<file path="src/rtl/mattr_pkg.sv">
package mattr_pkg;

    typedef enum logic [1:0] {
        K_FETCH    = 2'd0,
        K_LOAD     = 2'd1,
        K_STORE    = 2'd2,
        K_PREFETCH = 2'd3
    } kind_e;

    typedef struct packed {
        logic use_cache;
        logic bypass;
        logic glob;
        logic wthru;
        logic drop;
    } dec_t;

endpackage

</file>
<file path="src/rtl/mattr_decode.sv">
module mattr_decode
    import mattr_pkg::*;
(
    input  kind_e kind,
    input  logic  spec,
    input  logic  w,
    input  logic  i,
    input  logic  m,
    input  logic  g,
    input  logic  hit,
    input  logic  pf_in_block,
    output dec_t  dec,
    output logic  hold_req
);
    logic eff_hit;
    logic is_data;
    logic guard_park;
    logic guard_drop;

    always_comb begin
        eff_hit    = hit && !i;
        is_data    = (kind == K_LOAD) || (kind == K_STORE);
        guard_park = (kind == K_LOAD) && spec && g && !eff_hit;
        guard_drop = (kind == K_PREFETCH) && g && !pf_in_block;

        dec      = '0;
        hold_req = 1'b0;
        if (guard_park) begin
            hold_req = 1'b1;
        end else if (guard_drop) begin
            dec.drop = 1'b1;
        end else begin
            dec.use_cache = !i;
            dec.bypass    = i;
            dec.glob      = m && is_data;
            dec.wthru     = (kind == K_STORE) && w && !i;
        end
    end

    always_comb begin
        if (hold_req || dec.drop)
            a_r1_no_route_when_parked: assert (!dec.use_cache && !dec.bypass);
    end

endmodule

</file>
<file path="src/rtl/mattr_blk_track.sv">
module mattr_blk_track #(
    parameter int ADDR_W      = 32,
    parameter int BLOCK_BYTES = 32
) (
    input  logic              clk,
    input  logic              rst_n,
    input  logic              upd,
    input  logic [ADDR_W-1:0] addr,
    output logic              in_block
);
    localparam int OFS_W = $clog2(BLOCK_BYTES);
    localparam int BLK_W = ADDR_W - OFS_W;

    typedef struct packed {
        logic             vld;
        logic [BLK_W-1:0] blk;
    } trk_t;

    trk_t trk_d, trk_q;

    always_comb begin
        trk_d    = trk_q;
        in_block = trk_q.vld && (addr[ADDR_W-1:OFS_W] == trk_q.blk);
        if (upd) begin
            trk_d.vld = 1'b1;
            trk_d.blk = addr[ADDR_W-1:OFS_W];
        end
    end

    always_ff @(posedge clk) begin
        if (!rst_n) trk_q <= '0;
        else        trk_q <= trk_d;
    end

    a_r7_track_follows_fetch: assert property (@(posedge clk) disable iff (!rst_n)
        upd |=> (trk_q.vld && trk_q.blk == $past(addr[ADDR_W-1:OFS_W])));

endmodule

</file>
<file path="src/rtl/mem_attr_policy.sv">
module mem_attr_policy
    import mattr_pkg::*;
#(
    parameter int ADDR_W      = 32,
    parameter int BLOCK_BYTES = 32
) (
    input  logic              clk,
    input  logic              rst_n,
    input  logic              req_valid,
    output logic              req_ready,
    input  logic [1:0]        req_kind,
    input  logic              req_spec,
    input  logic              attr_w,
    input  logic              attr_i,
    input  logic              attr_m,
    input  logic              attr_g,
    input  logic              cache_hit,
    input  logic [ADDR_W-1:0] req_addr,
    input  logic              commit,
    input  logic              flush,
    output logic              dec_valid,
    output logic              use_cache,
    output logic              bypass,
    output logic              global_snoop,
    output logic              write_through,
    output logic              stall,
    output logic              drop
);
    typedef struct packed {
        logic dv;
        dec_t dec;
        logic hold;
        logic hold_i;
        logic hold_m;
    } st_t;

    st_t   st_d, st_q;
    kind_e kind_in;
    kind_e dc_kind;
    logic  dc_spec, dc_w, dc_i, dc_m, dc_g, dc_hit;
    dec_t  dc_dec;
    logic  dc_hold;
    logic  accept;
    logic  trk_upd;
    logic  pf_ok;

    assign kind_in = kind_e'(req_kind);
    assign accept  = req_valid && !st_q.hold;
    assign trk_upd = accept && (kind_in == K_FETCH) && !req_spec;

    // decoder sees the parked load as a committed load while holding
    always_comb begin
        if (st_q.hold) begin
            dc_kind = K_LOAD;
            dc_spec = 1'b0;
            dc_w    = 1'b0;
            dc_i    = st_q.hold_i;
            dc_m    = st_q.hold_m;
            dc_g    = 1'b1;
            dc_hit  = 1'b0;
        end else begin
            dc_kind = kind_in;
            dc_spec = req_spec;
            dc_w    = attr_w;
            dc_i    = attr_i;
            dc_m    = attr_m;
            dc_g    = attr_g;
            dc_hit  = cache_hit;
        end
    end

    mattr_blk_track #(
        .ADDR_W      (ADDR_W),
        .BLOCK_BYTES (BLOCK_BYTES)
    ) u_track (
        .clk      (clk),
        .rst_n    (rst_n),
        .upd      (trk_upd),
        .addr     (req_addr),
        .in_block (pf_ok)
    );

    mattr_decode u_decode (
        .kind        (dc_kind),
        .spec        (dc_spec),
        .w           (dc_w),
        .i           (dc_i),
        .m           (dc_m),
        .g           (dc_g),
        .hit         (dc_hit),
        .pf_in_block (pf_ok),
        .dec         (dc_dec),
        .hold_req    (dc_hold)
    );

    always_comb begin
        st_d     = st_q;
        st_d.dv  = 1'b0;
        st_d.dec = '0;
        if (st_q.hold) begin
            if (flush) begin
                st_d.hold = 1'b0;
            end else if (commit) begin
                st_d.hold = 1'b0;
                st_d.dv   = 1'b1;
                st_d.dec  = dc_dec;
            end
        end else if (req_valid) begin
            st_d.dv  = 1'b1;
            st_d.dec = dc_dec;
            if (dc_hold) begin
                st_d.hold   = 1'b1;
                st_d.hold_i = attr_i;
                st_d.hold_m = attr_m;
            end
        end
    end

    always_ff @(posedge clk) begin
        if (!rst_n) st_q <= '0;
        else        st_q <= st_d;
    end

    assign req_ready     = !st_q.hold;
    assign dec_valid     = st_q.dv;
    assign use_cache     = st_q.dec.use_cache;
    assign bypass        = st_q.dec.bypass;
    assign global_snoop  = st_q.dec.glob;
    assign write_through = st_q.dec.wthru;
    assign drop          = st_q.dec.drop;
    assign stall         = st_q.hold;

    a_r1_route_exclusive: assert property (@(posedge clk) disable iff (!rst_n)
        dec_valid |-> !(use_cache && bypass));

    a_r4_fetch_never_global: assert property (@(posedge clk) disable iff (!rst_n)
        (accept && kind_in == K_FETCH) |=> (dec_valid && !global_snoop));

    a_r5_guarded_miss_parks: assert property (@(posedge clk) disable iff (!rst_n)
        (accept && kind_in == K_LOAD && req_spec && attr_g && !(cache_hit && !attr_i))
        |=> (stall && dec_valid && !bypass && !use_cache));

    a_r7_drop_alone: assert property (@(posedge clk) disable iff (!rst_n)
        (dec_valid && drop) |-> !(use_cache || bypass || global_snoop || write_through));

    a_r8_hold_persists: assert property (@(posedge clk) disable iff (!rst_n)
        (stall && !commit && !flush) |=> (stall && !dec_valid));

    a_r9_flush_wins: assert property (@(posedge clk) disable iff (!rst_n)
        (stall && flush) |=> (!stall && !dec_valid));

    a_r10_wthru_cached: assert property (@(posedge clk) disable iff (!rst_n)
        write_through |-> (use_cache && dec_valid));

endmodule

</file>
<file path="config.mk">
export PLATFORM = sky130hd
export DESIGN_NAME = mem_attr_policy
export DESIGN_NICKNAME = d
export VERILOG_FILES = /design/src/rtl/mattr_pkg.sv /design/src/rtl/mattr_decode.sv /design/src/rtl/mattr_blk_track.sv /design/src/rtl/mem_attr_policy.sv
export SDC_FILE = /design/constraint.sdc
export NUM_CORES = 1
export LEC_CHECK = 0
export BUFFER_PORTS_ARGS = -buffer_cell sky130_fd_sc_hd__clkbuf_2
export CAP_MARGIN = 10
export CELL_PAD_IN_SITES_DETAIL_PLACEMENT = 2
export CELL_PAD_IN_SITES_GLOBAL_PLACEMENT = 2
export CORE_MARGIN = 8
export CORE_UTILIZATION = 32
export DETAILED_ROUTE_END_ITERATION = 8
export GPL_TIMING_DRIVEN = 0
export PLACE_DENSITY = 0.8
export SYNTH_ARGS = -nofsm -noshare
export SYNTH_HDL_FRONTEND = slang
export SYNTH_HIERARCHICAL = 1
export SYNTH_SLANG_ARGS = --single-unit
</file>
<file path="constraint.sdc">
create_clock -name clk -period 2.68 [get_ports clk]
set_clock_uncertainty 0.1 [all_clocks]
set_input_delay 0.134 -clock clk [delete_from_list [all_inputs] [get_ports clk]]
set_output_delay 0.134 -clock clk [all_outputs]
set_load 0.02 [all_outputs]
</file>
==> results.tsv, run 1 <==
stage	metric	value	unit
pwr	peak supply drop	0.000219	V
sta	Max-slew headroom	75.4	%
place	DP Area	2230	um2
pwr	Tot Pwr	0.00108	W
clocking	clock sink total	37	
detailed_routing	DRT antenna net count	0	
clocking	Worst-path clk slew	0.07	ns
place	DP HPWL	3820	um
sta	Final min period	2.53	ns
clocking	CTS tree	done	
sta	Max Fclk	395	MHz
cells_and_area	fraction of layout cells with a size suffix above 1	30.3	%
logic_synthesis	register area share after synthesis	39.0	%
worst_setup_path	CP Buf/Inv Count	1	
global_routing	vias in the first global route	1730	
detailed_routing	Avg Vias per Cell	4.66	
floorplanning	Die Span Y	93.1	um
detailed_routing	DRT Wirelength	4730	um
detailed_routing	DRC	0	
pwr	Pleak	0.865	nW
global_routing	largest net degree at the start of global routing	17	
floorplanning	Starting Density	32.7	%
detailed_routing	DR WL met2	2420	um
logic_synthesis	syn nets	231	
detailed_routing	wire length per cell	15.1	um
cells_and_area	post-route cell area	2340	um2
sta	unrepaired setup endpoints after global routing	false	
detailed_routing	wire length on met3	335	um
floorplanning	die span in x	93.1	um
worst_setup_path	Crit Path Category	register to register	
sta	Final Setup Violations	0	
detailed_routing	1st-pass router iterations	2	
worst_setup_path	Worst Setup Start Kind	register	
floorplanning	total die area	8660	um2
clocking	TritonCTS buffer count	5	
worst_setup_path	CP Data Required Time	2.78	ns
clocking	CTS Buffer Depth	2	
logic_synthesis	Cell variety after synth	30	
detailed_routing	met1 WL	1930	um
logic_synthesis	Gate Count Post-Synth	183	
worst_setup_path	Critical-path top delay cell	or4_4	
cells_and_area	Nets	287	
global_routing	first-pass GRT wire length	8060	um
place	IO buf count	47	
worst_setup_path	critical path, cell by cell	xnor2_1 -> nand4_1 -> or4_4 -> nor4_4 -> and3b_4 -> a2111oi_4 -> inv_1 -> a211oi_2	
cells_and_area	FILL cells	664	
cells_and_area	fin cells	313	
sta	setup TNS	0	ns
worst_setup_path	flop2flop setup slack	0.15	ns
outcome	status	completed	
worst_setup_path	Critical Path AT	2.63	ns
pwr	Power per Cell Area	459	nW/um2
floorplanning	Rows	28	
logic_synthesis	mean post-synth cell area	10.4	um2
worst_setup_path	Worst Path Max Fanout	5	
logic_synthesis	cell area after synthesis	1900	um2
sta	Setup WS post-layout	0.149	ns
cells_and_area	Area Overhead vs Synth	23.2	%
detailed_routing	DR top layer	met4	
cells_and_area	ant diodes	0	
cells_and_area	most common cell after layout, fill and taps aside	clkbuf_2	
place	Placed Cells incl. Taps	305	
hold_path	Hold Path Class	primary input to register	
detailed_routing	drt first-iter violations	18	
sta	period utilization	94.4	%
worst_setup_path	Largest stage delay, worst path	0.57	ns
logic_synthesis	#FFs+latches synth	37	
clocking	H-tree level count	2	
place	Place WS	0.115	ns
worst_setup_path	type of destination of the critical path	register	
cells_and_area	commonest cells after routing, fill and taps aside	clkbuf_2 (47), dfxtp_1 (37), nor2b_1 (31), mux2i_1 (29), xnor2_1 (27)	
run	MaxCap Viol Count	0	
clocking	Worst-Skew Late Latency	0.28	ns
detailed_routing	via count	1460	
clocking	Root Driver	clkbuf_8	
sta	Final Hold Fails	0	
logic_synthesis	YS warnings	6	
global_routing	initial antenna violation count	0	
place	GPL Wtd Cong	0.686	
sta	count of pins over their slew limit	0	
global_routing	GRT overflow	0	
floorplanning	io pins	53	
worst_setup_path	delay-heaviest family, CP	simple AND/OR/NAND/NOR gates	
global_routing	Total Routing Usage GR	11.8	%
sta	Least-Margin Pin Slew	0.369	ns
floorplanning	CORE AREA	5820	um2
## layer usage
layer / up-vias / track usage, %
met3: 4 / 4.57
met4: 0 / 3.62
li1: 725 / -
met2: 36 / 21.2
met1: 695 / 12.4
met5: - / 0
## registers in the layout, summed over array words and instances, names as in the netlist
signal and cells:
drop 1, use_cache 1, bypass 1, stall 1
u_track/trk_q 28, dec_valid 1, write_through 1, st_q 2
global_snoop 1
## Yosys cell counts, drive strengths merged
| cell | n | area (um2) |
|---|---|---|
| nand2 | 4 | 15.0 |
| nand2b | 2 | 27.5 |
| and3 | 1 | 11.3 |
| ha | 3 | 37.5 |
| dfxtp | 37 | 741 |
| inv | 10 | 37.5 |
| nor2b | 31 | 194 |
| nand3b | 2 | 18.8 |
| mux2i | 29 | 290 |
| and3b | 2 | 21.3 |
| a211oi | 7 | 52.6 |
| o21a | 2 | 15.0 |
| a2111oi | 1 | 27.5 |
| buf | 4 | 22.5 |
| nor4 | 2 | 18.8 |
| xnor2 | 27 | 236 |
| or2 | 2 | 12.5 |
| a21boi | 1 | 7.51 |
| nand4 | 7 | 43.8 |
| mux2 | 2 | 22.5 |
| nor3b | 2 | 20.0 |
| and2 | 1 | 7.51 |
| a21oi | 1 | 5.00 |
| clkbuf | 2 | 7.51 |
| or4 | 1 | 7.51 |
## kinds of logic (layout without fill, tap and decap cells)
kind of cell	Yosys count	in the layout	synth area share [%]
simple gates	57	57	20.9
buf+inv	16	71	3.56
compound gates	12	12	5.66
fa+ha+maj	3	3	1.98
xor+xnor	27	27	12.4
mux	31	31	16.5
flops	37	37	39.0
## worst paths after layout
path                                                      from                        endpoint  cells after the start
worst max-delay path            u_track/trk_q[19]$_SDFFE_PN0P_         global_snoop$_SDFF_PN0_                      8
worst min-delay path                              req_addr[21]  u_track/trk_q[16]$_SDFFE_PN0P_                      3
worst min register to register            st_q[0]$_SDFFE_PN0P_            st_q[0]$_SDFFE_PN0P_                      2
worst max register to register  u_track/trk_q[19]$_SDFFE_PN0P_         global_snoop$_SDFF_PN0_                      8
## area by class of cell
class	count	area (um2)	share of cell area, %
Multi-Input combinational cell	130	1110	47.4
Sequential cell	37	741	31.6
Timing Repair Buffer	49	255	10.9
Tap cell	75	93.8	4.01
Clock buffer	5	68.8	2.94
Inverter	10	37.5	1.60
Buffer	6	30.0	1.28
Clock inverter	1	5.00	0.214
## stage by stage
| stage | hold slack [ns] | util, % |
|---|---|---|
| floorplan | 0.152 | - |
| global placement | 0.280 | 38.3 |
| detailed placement | 0.291 | 38.3 |
| CTS | 0.0409 | 40.0 |
| global route | 0.0576 | 40.3 |
| finish | 0.0473 | 40.3 |
## worst reg2reg max path, cell delays in order (launching register included)
cell and delay (ns):
dfxtp_1 0.32, xnor2_1 0.19, nand4_1 0.12, or4_4 0.57, nor4_4 0.30, and3b_4 0.26
a2111oi_4 0.31, inv_1 0.08, a211oi_2 0.20
## power breakdown
group          total, W  internal [W]  leakage [nW]  switching, W
Combinational  0.000156     0.0000797         0.525     0.0000764
Clock          0.000349      0.000171        0.0399      0.000178
Sequential     0.000570      0.000563         0.300    0.00000740
Total           0.00108      0.000813         0.865      0.000262
## what timing repair did
item / 4_1_cts / 5_1_grt
endpoints found under the setup margin: 0 / 1
resized for setup: 0 / 3
hold buffers: 2 / 0
buffers inserted: 0 / 0
endpoints found under the hold margin: 2 / 0
Note: power is estimated with default switching activity, not from simulation.
==> run 2: changes to the inputs <==
RECOVER_POWER = 25   (was default)
==> run 2 against run 1 <==
Sequential share of layout area is 0.19 points higher. Sequential power hardly changed. Fmax is 0.14% lower. Final cell count stayed put. Global-route usage stayed put. Wire length hardly changed. Critical endpoint unchanged. Largest cell class unchanged.
==> results.tsv, run 2 (synthesized netlist as in run 1, its figures left out) <==
stage	metric	value	unit	change
global_routing	GRT overflow	0		unchanged
place	GPL Wtd Cong	0.686		unchanged
sta	setup TNS	0	ns	unchanged
worst_setup_path	Worst Setup Start Kind	register		
place	DP Area	2230	um2	unchanged
detailed_routing	drt first-iter violations	19		+1
floorplanning	Starting Density	32.7	%	unchanged
worst_setup_path	CP Data Required Time	2.78	ns	about the same
floorplanning	io pins	53		unchanged
global_routing	initial antenna violation count	0		unchanged
detailed_routing	DRT Wirelength	4730	um	about the same
detailed_routing	DR WL met2	2430	um	+0.37%
floorplanning	total die area	8660	um2	unchanged
clocking	Root Driver	clkbuf_8		
worst_setup_path	flop2flop setup slack	0.15	ns	about the same
sta	Final min period	2.53	ns	+0.00344 ns
detailed_routing	DR top layer	met4		
floorplanning	CORE AREA	5820	um2	unchanged
global_routing	largest net degree at the start of global routing	17		unchanged
run	MaxCap Viol Count	0		unchanged
floorplanning	die span in x	93.1	um	unchanged
clocking	clock sink total	37		unchanged
clocking	H-tree level count	2		unchanged
cells_and_area	post-route cell area	2330	um2	-0.59%
place	DP HPWL	3820	um	unchanged
worst_setup_path	Worst Path Max Fanout	5		unchanged
worst_setup_path	Crit Path Category	register to register		
pwr	Tot Pwr	0.00107	W	-0.20%
cells_and_area	fraction of layout cells with a size suffix above 1	26.5	%	-3.8 points
sta	Max-slew headroom	53.3	%	-22 points
detailed_routing	met1 WL	1940	um	+0.57%
detailed_routing	via count	1468		+0.55%
sta	Least-Margin Pin Slew	0.700	ns	+0.331 ns
sta	Final Hold Fails	0		unchanged
sta	unrepaired setup endpoints after global routing	false		
clocking	CTS tree	done		
floorplanning	Rows	28		unchanged
sta	Final Setup Violations	0		unchanged
global_routing	first-pass GRT wire length	8060	um	unchanged
clocking	Worst-path clk slew	0.07	ns	about the same
detailed_routing	wire length per cell	15.1	um	about the same
cells_and_area	Largest register FFs	28		unchanged
cells_and_area	Area Overhead vs Synth	22.4	%	
sta	Max Fclk	395	MHz	-0.14%
cells_and_area	Nets	287		unchanged
detailed_routing	wire length on met3	317	um	-5.4%
worst_setup_path	Critical Path AT	2.63	ns	about the same
sta	count of pins over their slew limit	0		unchanged
detailed_routing	1st-pass router iterations	2		unchanged
sta	Setup WS post-layout	0.145	ns	-0.00344 ns
worst_setup_path	type of destination of the critical path	register		
detailed_routing	Avg Vias per Cell	4.69		+0.55%
floorplanning	Die Span Y	93.1	um	unchanged
detailed_routing	DRC	0		unchanged
clocking	CTS Buffer Depth	2		unchanged
global_routing	vias in the first global route	1730		unchanged
clocking	Worst-Skew Late Latency	0.28	ns	about the same
place	Place WS	0.115	ns	unchanged
hold_path	Hold Path Class	primary input to register		
cells_and_area	ant diodes	0		unchanged
global_routing	Total Routing Usage GR	11.8	%	unchanged
outcome	status	completed		
pwr	Power per Cell Area	461	nW/um2	+0.39%
detailed_routing	DRT antenna net count	0		unchanged
pwr	Pleak	0.833	nW	-3.7%
cells_and_area	Largest Register	u_track/trk_q		
cells_and_area	Final Util	40.0	%	-0.24 points
place	IO buf count	47		unchanged
pwr	peak supply drop	0.000211	V	-3.5%
sta	period utilization	94.6	%	+0.13 points
clocking	TritonCTS buffer count	5		unchanged
cells_and_area	commonest cells after routing, fill and taps aside	clkbuf_2 (40), dfxtp_1 (37), nor2b_1 (31), mux2i_1 (29), xnor2_1 (27)		
cells_and_area	biggest regs	u_track/trk_q x28, st_q x2		
cells_and_area	most common cell after layout, fill and taps aside	clkbuf_2		
run 2: cell count changes in the layout (fill, tap and decap cells not counted):
cell      delta
clkbuf_2     -7
clkbuf_1     +9
buf_4        -1
buf_2        -1
run 2: layout make-up:
cell class                 instances  area [um2]
clock buffer                       5        68.8
timing repair buffer              49         246
inverter                          10        37.5
sequential                        37         741
buffer                             6        25.0
multi-input combinational        130        1110
fill                             667        3490
clock inverter                     1        5.00
tap                               75        93.8
run 2: where the power goes:
part	leakage, nW	internal, W	total (W)	switching [W]
sequential	0.300	0.000563	0.000570	0.00000736
clock	0.0399	0.000171	0.000348	0.000177
combinational	0.493	0.0000787	0.000155	0.0000764
run 2: worst max-delay path: stages (launching register included):
cell,delay (ns)
dfxtp_1,0.32
xnor2_1,0.19
nand4_1,0.12
or4_4,0.57
nor4_4,0.29
and3b_4,0.26
a2111oi_4,0.31
inv_1,0.09
a211oi_2,0.20
run 2: metal layers:
metal  vias to the layer above  track usage [%]
met5                         -                0
li1                        726                -
met4                         0             3.62
met1                       702             12.4
met2                        36             21.2
met3                         4             4.57
run 2: final timing paths:
check,from,to,depth (start not counted)
max,u_track/trk_q[19]$_SDFFE_PN0P_,global_snoop$_SDFF_PN0_,8
min,req_addr[21],u_track/trk_q[16]$_SDFFE_PN0P_,3
max reg2reg,u_track/trk_q[19]$_SDFFE_PN0P_,global_snoop$_SDFF_PN0_,8
min reg2reg,st_q[0]$_SDFFE_PN0P_,st_q[0]$_SDFFE_PN0P_,2
run 2: stage by stage:
step	hold slack, ns	cells
final	0.0473	313
after global routing	0.0576	313
after CTS	0.0409	313
after detailed placement	0.291	305
after global placement	0.280	305
after floorplan	0.152	183
run 2: timing repair:
action,4_1_cts,5_1_grt
hold buffers,2,0
buffers inserted,0,0
endpoints found under the setup margin,0,1
hold endpoints to repair,2,0
gates resized for setup,0,3
==> run 3: changes to the inputs <==
CORE_UTILIZATION = 33   (was 32)
CTS_BUF_LIST = sky130_fd_sc_hd__clkbuf_4 sky130_fd_sc_hd__clkbuf_8   (was default)
PLACE_DENSITY = 0.83   (was 0.8)
RECOVER_POWER = 100   (was 25)
==> run 3 against run 2 <==
Wire length is 1.2% lower. Via count fell by 0.54%. First-iteration DRC count rose by 11%. Sequential cell count is the same. Sequential power about the same. Global-route usage increased by 0.092 points. Core utilization grew 1.8 points. Final cell count is 0.32% lower. Worst setup slack improved by 0.077 ns. Power is 6.4% higher. Register-to-register slack better by 0.08 ns. Critical path type unchanged.
==> results.tsv, run 3 (synthesized netlist as in run 1, its figures left out) <==
stage	metric	value	unit	change
cells_and_area	fraction of layout cells with a size suffix above 1	25.4	%	-1.1 points
sta	Least-Margin Pin Slew	0.719	ns	+0.0193 ns
clocking	H-tree level count	2		unchanged
place	IO buf count	47		unchanged
cells_and_area	Nets	287		unchanged
cells_and_area	most common cell after layout, fill and taps aside	clkbuf_2		
cells_and_area	commonest cells after routing, fill and taps aside	clkbuf_2 (41), dfxtp_1 (37), nor2b_1 (31), mux2i_1 (29), xnor2_1 (27)		
cells_and_area	post-route cell area	2320	um2	-0.48%
floorplanning	total die area	8440	um2	-2.5%
clocking	number of setup buffers added after CTS	0		unchanged
worst_setup_path	Largest stage delay, worst path	0.59	ns	+0.02 ns
worst_setup_path	CP Data Required Time	2.79	ns	about the same
global_routing	initial antenna violation count	0		unchanged
cells_and_area	Largest Register	u_track/trk_q		
place	Placed Cells incl. Taps	302		-0.98%
worst_setup_path	CP Buf/Inv Count	1		unchanged
sta	final hold slack	0.0329	ns	-0.0144 ns
floorplanning	CORE AREA	5540	um2	-4.7%
pwr	Pleak	0.828	nW	-0.60%
floorplanning	Rows	27		-3.6%
clocking	CTS Buffer Depth	2		unchanged
sta	Max Fclk	407	MHz	+3.1%
place	DP HPWL	3770	um	-1.2%
global_routing	GRT overflow	0		unchanged
floorplanning	Starting Density	34.3	%	+1.6 points
sta	unrepaired setup endpoints after global routing	false		
sta	count of pins over their slew limit	0		unchanged
detailed_routing	via count	1460		-0.54%
sta	setup TNS	0	ns	unchanged
detailed_routing	drt first-iter violations	21		+2
cells_and_area	fin cells	312		-0.32%
sta	Final Setup Violations	0		unchanged
global_routing	Total Routing Usage GR	11.9	%	+0.092 points
clocking	Worst-Skew Late Latency	0.28	ns	about the same
cells_and_area	Largest register FFs	28		unchanged
detailed_routing	DRT Wirelength	4680	um	-1.2%
cells_and_area	biggest regs	u_track/trk_q x28, st_q x2		
clocking	Root Driver	clkbuf_8		
clocking	clock sink total	37		unchanged
worst_setup_path	type of destination of the critical path	register		
floorplanning	Die Span Y	91.9	um	-1.3%
outcome	status	completed		
detailed_routing	wire length per cell	15.0	um	-0.87%
worst_setup_path	critical path, cell by cell	xnor2_1 -> nand4_1 -> or4_1 -> nor4_2 -> and3b_4 -> a2111oi_4 -> inv_1 -> a211oi_1		
worst_setup_path	delay-heaviest family, CP	simple AND/OR/NAND/NOR gates		
global_routing	vias in the first global route	1755		+1.4%
place	DP Area	2230	um2	-0.17%
worst_setup_path	Worst Setup Start Kind	register		
detailed_routing	1st-pass router iterations	4		+2
clocking	TritonCTS buffer count	5		unchanged
detailed_routing	DRC	0		unchanged
sta	period utilization	91.7	%	-2.9 points
run	MaxCap Viol Count	0		unchanged
pwr	Power per Cell Area	493	nW/um2	+6.9%
cells_and_area	FILL cells	640		-4.0%
sta	Final Hold Fails	0		unchanged
sta	Final min period	2.46	ns	-0.0767 ns
pwr	peak supply drop	0.000199	V	-5.7%
global_routing	first-pass GRT wire length	8110	um	+0.60%
global_routing	largest net degree at the start of global routing	17		unchanged
clocking	CTS tree	done		
cells_and_area	ant diodes	0		unchanged
worst_setup_path	Critical-path top delay cell	or4_1		
detailed_routing	Avg Vias per Cell	4.68		-0.23%
cells_and_area	Multi-input gate area	1080	um2	-2.7%
place	GPL Wtd Cong	0.683		-0.51%
detailed_routing	DRT antenna net count	0		unchanged
sta	Max-slew headroom	52.0	%	-1.3 points
floorplanning	die span in x	91.9	um	-1.3%
clocking	Worst-path clk slew	0.08	ns	about the same
worst_setup_path	Critical Path AT	2.57	ns	-0.06 ns
floorplanning	io pins	53		unchanged
hold_path	Hold Path Class	primary input to register		
worst_setup_path	Crit Path Category	register to register		
cells_and_area	register area	741	um2	unchanged
cells_and_area	Area Overhead vs Synth	21.9	%	
worst_setup_path	Worst Path Max Fanout	5		unchanged
## run 3: timing repair
action	in CTS	in global routing
hold endpoints to repair	2	0
hold buffers	2	0
resized for setup	0	0
setup endpoints to repair	0	0
## run 3: per-stage QoR
step / worst slack (ns) / total power [W] / util (%)
after floorplan: 0.548 / 0.000672 / -
after global placement: 0.221 / 0.000731 / 40.2
after detailed placement: 0.231 / 0.000738 / 40.2
after CTS: 0.171 / 0.00117 / 42.3
after global routing: 0.00863 / 0.00120 / 41.8
final: 0.222 / 0.00114 / 41.8
## run 3: final cells by class
cell class,instances,share of cell area [%]
Buffer,6,1.08
Multi-Input combinational cell,130,46.6
Clock inverter,2,0.594
Inverter,10,1.62
Clock buffer,6,3.57
Timing Repair Buffer,49,10.6
Sequential cell,37,32.0
Tap cell,72,3.89
## run 3: worst reg2reg max path: cells and delay by family (launching register included)
family / cells / cell delay, ns
DFF: 1 / 0.32
xor gates and xnor gates: 1 / 0.17
buffers and inverters: 1 / 0.07
and+or+nand+nor: 4 / 1.20
AOI/OAI and AO/OA: 2 / 0.52
## run 3: report_power, final
group	switching [W]	internal [W]	leakage, nW
Combinational	0.0000739	0.0000773	0.477
Sequential	0.00000716	0.000562	0.300
Clock	0.000213	0.000209	0.0512
Total	0.000294	0.000848	0.828
## run 3: worst paths after layout
check	start	slack, ns	cells after the start	end
worst max-delay path	u_track/trk_q[2]$_SDFFE_PN0P_	0.22	8	global_snoop$_SDFF_PN0_
worst min-delay path	req_addr[18]	0.03	3	u_track/trk_q[13]$_SDFFE_PN0P_
worst max register to register	u_track/trk_q[2]$_SDFFE_PN0P_	0.22	8	global_snoop$_SDFF_PN0_
worst min register to register	st_q[0]$_SDFFE_PN0P_	0.37	2	st_q[0]$_SDFFE_PN0P_
## run 3: metal layers
metal / vias to the layer above / track usage, % / wire length [um]
met5: - / 0 / 0
met2: 37 / 20.6 / 2320
met4: 0 / 4.43 / 41
li1: 729 / - / -
met1: 690 / 13.0 / 1990
met3: 4 / 4.40 / 317
